## src/rtl/dma_irq_pkg.sv

```systemverilog
package dma_irq_pkg;
  localparam int unsigned NUM_CH     = 10;
  localparam int unsigned REG_W      = 32;
  localparam int unsigned CH_ST_LSB  = 0;
  localparam int unsigned CH_MSK_LSB = 16;
  localparam int unsigned STALL_ST   = 13;
  localparam int unsigned FIFO_ST    = 14;
  localparam int unsigned BERR_ST    = 15;
  localparam int unsigned STALL_MSK  = 29;
  localparam int unsigned FIFO_MSK   = 30;

  function automatic logic [REG_W-1:0] status_field();
    logic [REG_W-1:0] f;
    f = '0;
    for (int i = 0; i < int'(NUM_CH); i++) f[CH_ST_LSB+i] = 1'b1;
    f[STALL_ST] = 1'b1;
    f[FIFO_ST]  = 1'b1;
    f[BERR_ST]  = 1'b1;
    return f;
  endfunction

  function automatic logic [REG_W-1:0] mask_field();
    logic [REG_W-1:0] f;
    f = '0;
    for (int i = 0; i < int'(NUM_CH); i++) f[CH_MSK_LSB+i] = 1'b1;
    f[STALL_MSK] = 1'b1;
    f[FIFO_MSK]  = 1'b1;
    return f;
  endfunction
endpackage

```

## src/rtl/dma_irq_status.sv

```systemverilog
module dma_irq_status
  import dma_irq_pkg::*;
#(
  parameter int unsigned N = NUM_CH
) (
  input  logic         clk,
  input  logic         rst_n,
  input  logic [N-1:0] chan_ev_i,
  input  logic         stall_ev_i,
  input  logic         fifo_ev_i,
  input  logic         berr_ev_i,
  input  logic         wr_en_i,
  input  logic [N-1:0] ch_clr_i,
  input  logic         stall_clr_i,
  input  logic         fifo_clr_i,
  input  logic         berr_clr_i,
  output logic [N-1:0] ch_st_o,
  output logic         stall_st_o,
  output logic         fifo_st_o,
  output logic         berr_st_o
);
  localparam int unsigned W = N + 3;
  logic [W-1:0] st_q, st_d, ev, clr;

  assign ev  = {berr_ev_i, fifo_ev_i, stall_ev_i, chan_ev_i};
  assign clr = {berr_clr_i, fifo_clr_i, stall_clr_i, ch_clr_i} & {W{wr_en_i}};

  genvar g;
  generate
    for (g = 0; g < int'(W); g++) begin : g_bit
      always_comb begin
        st_d[g] = st_q[g];
        if (clr[g]) st_d[g] = 1'b0;
        if (ev[g])  st_d[g] = 1'b1;
      end
    end
  endgenerate

  always_ff @(posedge clk or negedge rst_n) begin
    if (!rst_n) st_q <= '0;
    else        st_q <= st_d;
  end

  assign ch_st_o    = st_q[N-1:0];
  assign stall_st_o = st_q[N];
  assign fifo_st_o  = st_q[N+1];
  assign berr_st_o  = st_q[N+2];
endmodule

```

## src/rtl/dma_irq_mask.sv

```systemverilog
module dma_irq_mask
  import dma_irq_pkg::*;
#(
  parameter int unsigned N = NUM_CH
) (
  input  logic         clk,
  input  logic         rst_n,
  input  logic         wr_en_i,
  input  logic [N-1:0] ch_flip_i,
  input  logic         stall_flip_i,
  input  logic         fifo_flip_i,
  output logic [N-1:0] ch_msk_o,
  output logic         stall_msk_o,
  output logic         fifo_msk_o
);
  localparam int unsigned W = N + 2;
  logic [W-1:0] m_q, m_d;
  logic         m_en;

  assign m_en = wr_en_i;
  assign m_d  = m_q ^ {fifo_flip_i, stall_flip_i, ch_flip_i};

  always_ff @(posedge clk or negedge rst_n) begin
    if (!rst_n)    m_q <= '0;
    else if (m_en) m_q <= m_d;
  end

  assign ch_msk_o    = m_q[N-1:0];
  assign stall_msk_o = m_q[N];
  assign fifo_msk_o  = m_q[N+1];
endmodule

```

## src/rtl/dma_irq_ctl.sv

```systemverilog
module dma_irq_ctl
  import dma_irq_pkg::*;
(
  input  logic              clk,
  input  logic              rst_n,
  input  logic [NUM_CH-1:0] chan_done_i,
  input  logic              stall_i,
  input  logic              fifo_empty_i,
  input  logic              bus_err_i,
  input  logic              wr_en_i,
  input  logic [REG_W-1:0]  wr_data_i,
  output logic [REG_W-1:0]  rd_data_o,
  output logic              irq_o
);
  logic [NUM_CH-1:0] ch_st, ch_msk;
  logic stall_st, fifo_st, berr_st, stall_msk, fifo_msk;
  logic irq_d, irq_q;

  dma_irq_status #(.N(NUM_CH)) u_status (
    .clk(clk), .rst_n(rst_n),
    .chan_ev_i(chan_done_i), .stall_ev_i(stall_i),
    .fifo_ev_i(fifo_empty_i), .berr_ev_i(bus_err_i),
    .wr_en_i(wr_en_i),
    .ch_clr_i(wr_data_i[CH_ST_LSB +: NUM_CH]),
    .stall_clr_i(wr_data_i[STALL_ST]),
    .fifo_clr_i(wr_data_i[FIFO_ST]),
    .berr_clr_i(wr_data_i[BERR_ST]),
    .ch_st_o(ch_st), .stall_st_o(stall_st),
    .fifo_st_o(fifo_st), .berr_st_o(berr_st)
  );

  dma_irq_mask #(.N(NUM_CH)) u_mask (
    .clk(clk), .rst_n(rst_n), .wr_en_i(wr_en_i),
    .ch_flip_i(wr_data_i[CH_MSK_LSB +: NUM_CH]),
    .stall_flip_i(wr_data_i[STALL_MSK]),
    .fifo_flip_i(wr_data_i[FIFO_MSK]),
    .ch_msk_o(ch_msk), .stall_msk_o(stall_msk), .fifo_msk_o(fifo_msk)
  );

  always_comb begin
    rd_data_o = '0;
    rd_data_o[CH_ST_LSB +: NUM_CH]  = ch_st;
    rd_data_o[CH_MSK_LSB +: NUM_CH] = ch_msk;
    rd_data_o[STALL_ST]  = stall_st;
    rd_data_o[FIFO_ST]   = fifo_st;
    rd_data_o[BERR_ST]   = berr_st;
    rd_data_o[STALL_MSK] = stall_msk;
    rd_data_o[FIFO_MSK]  = fifo_msk;
  end

  assign irq_d = (|(ch_st & ch_msk)) | (stall_st & stall_msk) |
                 (fifo_st & fifo_msk) | berr_st;

  always_ff @(posedge clk or negedge rst_n) begin
    if (!rst_n) irq_q <= 1'b0;
    else        irq_q <= irq_d;
  end

  assign irq_o = irq_q;
endmodule

```

## config.mk

```make
export PLATFORM = sky130hd
export DESIGN_NAME = dma_irq_ctl
export DESIGN_NICKNAME = d
export VERILOG_FILES = /design/src/rtl/dma_irq_pkg.sv /design/src/rtl/dma_irq_status.sv /design/src/rtl/dma_irq_mask.sv /design/src/rtl/dma_irq_ctl.sv
export SDC_FILE = /design/constraint.sdc
export NUM_CORES = 1
export LEC_CHECK = 0
export ABC_AREA = 1
export BUFFER_PORTS_ARGS = -buffer_cell sky130_fd_sc_hd__clkbuf_2
export CAP_MARGIN = 20
export CORE_UTILIZATION = 40
export CTS_BUF_LIST = sky130_fd_sc_hd__clkbuf_16
export CTS_CLUSTER_SIZE = 14
export DETAILED_ROUTE_END_ITERATION = 10
export GPL_TIMING_DRIVEN = 0
export PLACE_DENSITY = 0.77
export SYNTH_ARGS = -nofsm -noshare
export SYNTH_HDL_FRONTEND = slang
export SYNTH_SLANG_ARGS = --single-unit
```

## constraint.sdc

```tcl
create_clock -name clk -period 1.35 [get_ports clk]
set_input_delay 0.0675 -clock clk [delete_from_list [all_inputs] [get_ports clk]]
set_output_delay 0.0675 -clock clk [all_outputs]
set_load 0.05 [all_outputs]
```

* After elaboration in Yosys (flattened, before gate mapping)
Index checks and enable logic that the tools add are counted.
Widths: inputs -> output; s select.
** Cells by class
- Muxes and demuxes :: 26
- Reduce and logical (&&, ||, !) cells :: 14
- Bitwise operators :: 8
** Operators by type and width (number)
- $mux 1 :: 26
- $reduce_bool 2->1 :: 13
- $and 13x13->13 :: 1
- $xor 12x12->12 :: 1
- $and 10x10->10 :: 1
- $reduce_or 10->1 :: 1
- $or 1x1->1 :: 3
- $and 1x1->1 :: 2
** Storage, ports and cells
- Input port bits :: 48
- Logic and storage cells :: 63
- Output and inout bits :: 33
- Register bits :: 26

* Depth between registers and ports, before layout
- Depth after elaboration :: 5
- Mapped depth :: 6
- Mapped depth without buffers :: 6

* By module
Synthesis repeated with hierarchy kept, for this count alone.
** Second synthesis, totals
- Cell total of the unflattened synthesis :: 191
- Area, all modules :: 1363.8 sq um
** By module, submodules not included
- dma_irq_mask :: seq. area each 300.3 sq um, area an instance 608.1 sq um, cells an instance 86, times used 1
- dma_irq_status :: seq. area each 325.3 sq um, area an instance 531.8 sq um, cells an instance 66, times used 1
- dma_irq_ctl :: seq. area each 25.0 sq um, area an instance 224.0 sq um, cells an instance 39, times used 1

* Worst setup path before layout
No wires, ideal clock.
- Kind :: register -> register
- From :: reg u_mask.m_q[8]
- To :: reg irq_q, in the netlist irq_o
- Library setup time :: 119 ps
- Path buffers :: 0
- Clock period less this slack :: 1056 ps
- Data arrival time :: 937 ps
- Path slack :: 294 ps
- Stages on the path, launching flop included :: 7
- Data required time :: 1231 ps
- Cell sequence :: dfrtp_1 nand2_1 nand2_1 inv_1 nand2_1 nor2_1 nand2_1
** Between the ends
- Cells in the longest elaborated chain, start to end :: 5
** RTL lines
- start, declared :: line dma_irq_mask.sv:17 : logic [W-1:0] m_q, m_d;
- start signal, assigned :: line dma_irq_mask.sv:25 : else if (m_en) m_q <= m_d;
- $and 10x10->10 :: line dma_irq_ctl.sv:51 : assign irq_d = (|(ch_st & ch_msk)) | (stall_st & stall_msk) |
- $reduce_or 10->1 :: line dma_irq_ctl.sv:51
- $or 1x1->1 (2 in a row) :: line dma_irq_ctl.sv:51
- $or 1x1->1 :: line dma_irq_ctl.sv:52 : (fifo_st & fifo_msk) | berr_st;
- named net irq_d :: line dma_irq_ctl.sv:17 : logic irq_d, irq_q;
- end signal, assigned :: line dma_irq_ctl.sv:56 : else irq_q <= irq_d;
- end, declared :: line dma_irq_ctl.sv:17
The timed path passes the listed nets, and every way through them passes these cells.
A chain may end at the register's enable or synchronous reset.

* Final worst setup path
- From :: reg u_mask.m_q[10]
- To :: out rd_data_o[29]
** RTL lines
- end, declared :: line dma_irq_ctl.sv:12 : output logic [REG_W-1:0] rd_data_o,
No word-level cell between the ends.

==> out/qor_table.md <==
| Metric | This run |
|---|---|
| Run status | finished, violations left |
| Violated checks | design-rule violations |
| Later-pin clock latency in the skew report | 0.25 ns |
| Clock-pin transition on the worst setup and hold timing paths | 0.06 ns |
| Total iterations of the first detailed-routing run | 7 |
| Initial DRC Count | 33 |
| Avg Inst Size Synth | 9.40 um2 |
| CTS root buffer | sky130_fd_sc_hd__clkbuf_16 |
| Sequential share of the synthesized area | 0.537 |
| Cell Chain, Critical Path | buf_4, clkbuf_2 |
| Number of input and output port buffers inserted | 65 |
| CP max stage cell | sky130_fd_sc_hd__dfrtp_1 |
| Post-CTS Setup Repair Bufs | 0 |
| Count of antenna-violating nets left after detailed routing | 0 |
| Overall power | 3.40 mW |
| Half-perimeter wire length after placement | 1.92 mm |
| Global-route wire length before repair | 4.34 mm |
| Post-synthesis cell area | 0.00121 mm2 |
| Family with the most delay on the worst path | flip-flops |
| Placed Cells incl. Taps | 231 |
| Core region area | 0.00281 mm2 |
| Critical Path AT | 1.02 ns |
| Remaining global-route overflow | 0 |
| Total number of nets in the final design | 265 |
| Die height | 57.1 um |
| Cell taking the most area after synthesis | sky130_fd_sc_hd__dfrtp_1 |
| Delay of the slowest cell on the worst path | 0.40 ns |
| Largest fanout of any net on the critical path | 3 |
| Worst relative slew slack | 0.584 |
| Site Rows | 19 |
| Synth Register Bits | 26 |
| Setup crit start kind | flip-flop |
| Number of antenna violations at the first check in global routing | 0 |
| Share of the cycle needed by the critical path after routing | 0.804 |
| Via count of the first global-routing pass | 1,055 |
| Die Width | 57.1 um |
| Top post-synthesis cells by area | sky130_fd_sc_hd__dfrtp_1 54%, sky130_fd_sc_hd__nand2_1 13%, sky130_fd_sc_hd__xor2_1 8.7% |
| Max-cap violations | 0 |
| Share of cells above drive strength 1 | 0.386 |
| Shortest clock period the worst path allows after layout | 1.09 ns |
| TritonCTS clock tree | built |
| Gate count of the mapped netlist | 129 |
| Effective utilization at floorplan | 0.432 |
| Final routed wirelength across all metal layers | 2.55 mm |
| Number of vias after detailed routing | 1,061 |
| PD cells | 1890 mW/mm2 |
| Count of endpoints failing hold in the final timing report | 0 |
| Aggregate global-route resource usage | 0.174 |
| Maximum buffer depth of the clock tree | 2 |
| Total CTS buffers | 3 |
| RSZ-0062 raised after global routing | no |
| Worst Setup Path Type | flip-flop to primary output |
| Total of fill cells in the finished design | 257 |
| Final-report setup violation count | 0 |
| Vias per cell | 4.31 |
| Highest achievable clock rate | 921 MHz |
| Tightest Hold Check Type | input pin to flip-flop |
| Largest net degree at the start of global routing | 27 |
| Number of inserted diodes | 0 |
| Worst ir drop on vdd | 1.52 mV |
| Placer Congestion | 0.658 |
| Average wire per cell in the routed design | 10.4 um |
| Number of levels in the clock H-tree | 1 |
| Top-area cell type share of the netlist area | 0.537 |
| Layout Cells excl Fill | 246 |
| Data required, critical path | 1.28 ns |
| Post-synth cell types | 11 |
| Post-route setup TNS | 0 ns |
| Critical path buffers and inverters | 2 |
| Die Area | 0.00326 mm2 |
| Warnings from Yosys | 0 |
| Critical path endpoint category | primary output |
| Number of max-slew violations in the final report | 0 |
| Static leakage | 1.02 nW |
| Final clock skew | 0.00184 ns |
| Clk sinks | 26 |
| Number of remaining DRC errors | 11 |
| Signed area change from the synthesized netlist to the final layout | 48.0% |
| Worst-Margin Slew | 0.624 ns |
| Number of top-level design ports | 81 |
## registers in the layout, summed over array words and instances, names as in the netlist
signal / cells
u_mask.m_q: 12
irq_o: 1
u_status.st_q: 13
## cells in the final DEF (no fill, tap or decap), drive strengths merged
cell type / synthesis / layout
a21o: 13 / 13
a21oi: 1 / 1
buf: 15 / 15
clkbuf: 0 / 68
conb: 1 / 7
dfrtp: 26 / 26
dlygate4sd3: 0 / 12
inv: 15 / 15
nand2: 43 / 43
nand3: 1 / 1
nor2: 2 / 2
xor2: 12 / 12
## cell families (layout without fill, tap and decap cells)
kind of cell | count (synthesis) | after routing | synth area share
AO/OA/AOI/OAI | 14 | 14 | 0.0846
XOR/XNOR | 12 | 12 | 0.0867
buffers and inverters | 30 | 110 | 0.146
flip-flops | 26 | 26 | 0.537
other | 1 | 7 | 0.00309
AND/OR/NAND/NOR | 46 | 46 | 0.143
## per-layer routing
metal	global-route usage	wire length [um]	up-vias
li1	-	-	539
met1	0.200	1040	466
met2	0.318	1290	51
met3	0.0295	173	5
met4	0.0732	42	0
met5	0	0	-
## power breakdown
part           internal [mW]  total [mW]  switching (mW)
sequential             0.993        1.19           0.195
clock                  0.392       0.629           0.238
combinational          0.443        1.58            1.14
## per-stage QoR
step | instance area, um2 | hold WS [ns] | worst slack (ns) | util
finish | 1790 | 0.00240 | 0.264 | 0.640
global route | 1790 | 0.0139 | 0.234 | 0.640
CTS | 1790 | 0.00103 | 0.257 | 0.640
detailed placement | 1600 | 0.120 | 0.453 | 0.570
global placement | 1600 | 0.112 | 0.461 | 0.570
floorplan | 1230 | -0.228 | 0.294 | -
## final cells by class
| class | instances | area, um2 | share of cell area |
|---|---|---|---|
| buffer | 15 | 120 | 0.0669 |
| clock buffer | 3 | 75.1 | 0.0418 |
| inverter | 15 | 56.3 | 0.0314 |
| multi-input combinational | 79 | 408 | 0.227 |
| sequential | 26 | 651 | 0.363 |
| tap | 31 | 38.8 | 0.0216 |
| timing repair buffer | 77 | 445 | 0.248 |
## worst reg2reg max path: stages, from the launching register on
cell and delay [ns]:
sky130_fd_sc_hd__dfrtp_1 0.40, sky130_fd_sc_hd__nand2_1 0.08, sky130_fd_sc_hd__nand2_1 0.05, sky130_fd_sc_hd__inv_1 0.06, sky130_fd_sc_hd__nand2_1 0.04, sky130_fd_sc_hd__nor2_1 0.08
sky130_fd_sc_hd__nand2_1 0.05
## final timing paths
check / from / to / slack (ns) / cells past startpoint
max reg2reg: u_mask.m_q[8] / irq_o / 0.47 / 6
max: u_mask.m_q[10] / rd_data_o[29] / 0.26 / 2
min: chan_done_i[7] / u_status.st_q[7] / 0.002 / 2
min in group asynchronous: rst_n / u_mask.m_q[0] / 0.35 / 2
max in group asynchronous: rst_n / u_mask.m_q[4] / 0.59 / 2
min reg2reg: u_status.st_q[4] / u_status.st_q[4] / 0.51 / 1
## cell usage after synthesis
master,number
sky130_fd_sc_hd__xor2_1,12
sky130_fd_sc_hd__dfrtp_1,26
sky130_fd_sc_hd__buf_4,13
sky130_fd_sc_hd__conb_1,1
sky130_fd_sc_hd__inv_1,15
sky130_fd_sc_hd__a21oi_1,1
sky130_fd_sc_hd__nand3_1,1
sky130_fd_sc_hd__nand2_1,43
sky130_fd_sc_hd__buf_6,2
sky130_fd_sc_hd__nor2_1,2
sky130_fd_sc_hd__a21o_1,13
## what timing repair did
action / in CTS / in global routing
hold endpoints to repair: 37 / 0
hold buffers: 12 / 0
resized for setup: 0 / 0
Power figures use the tool's default switching activity.
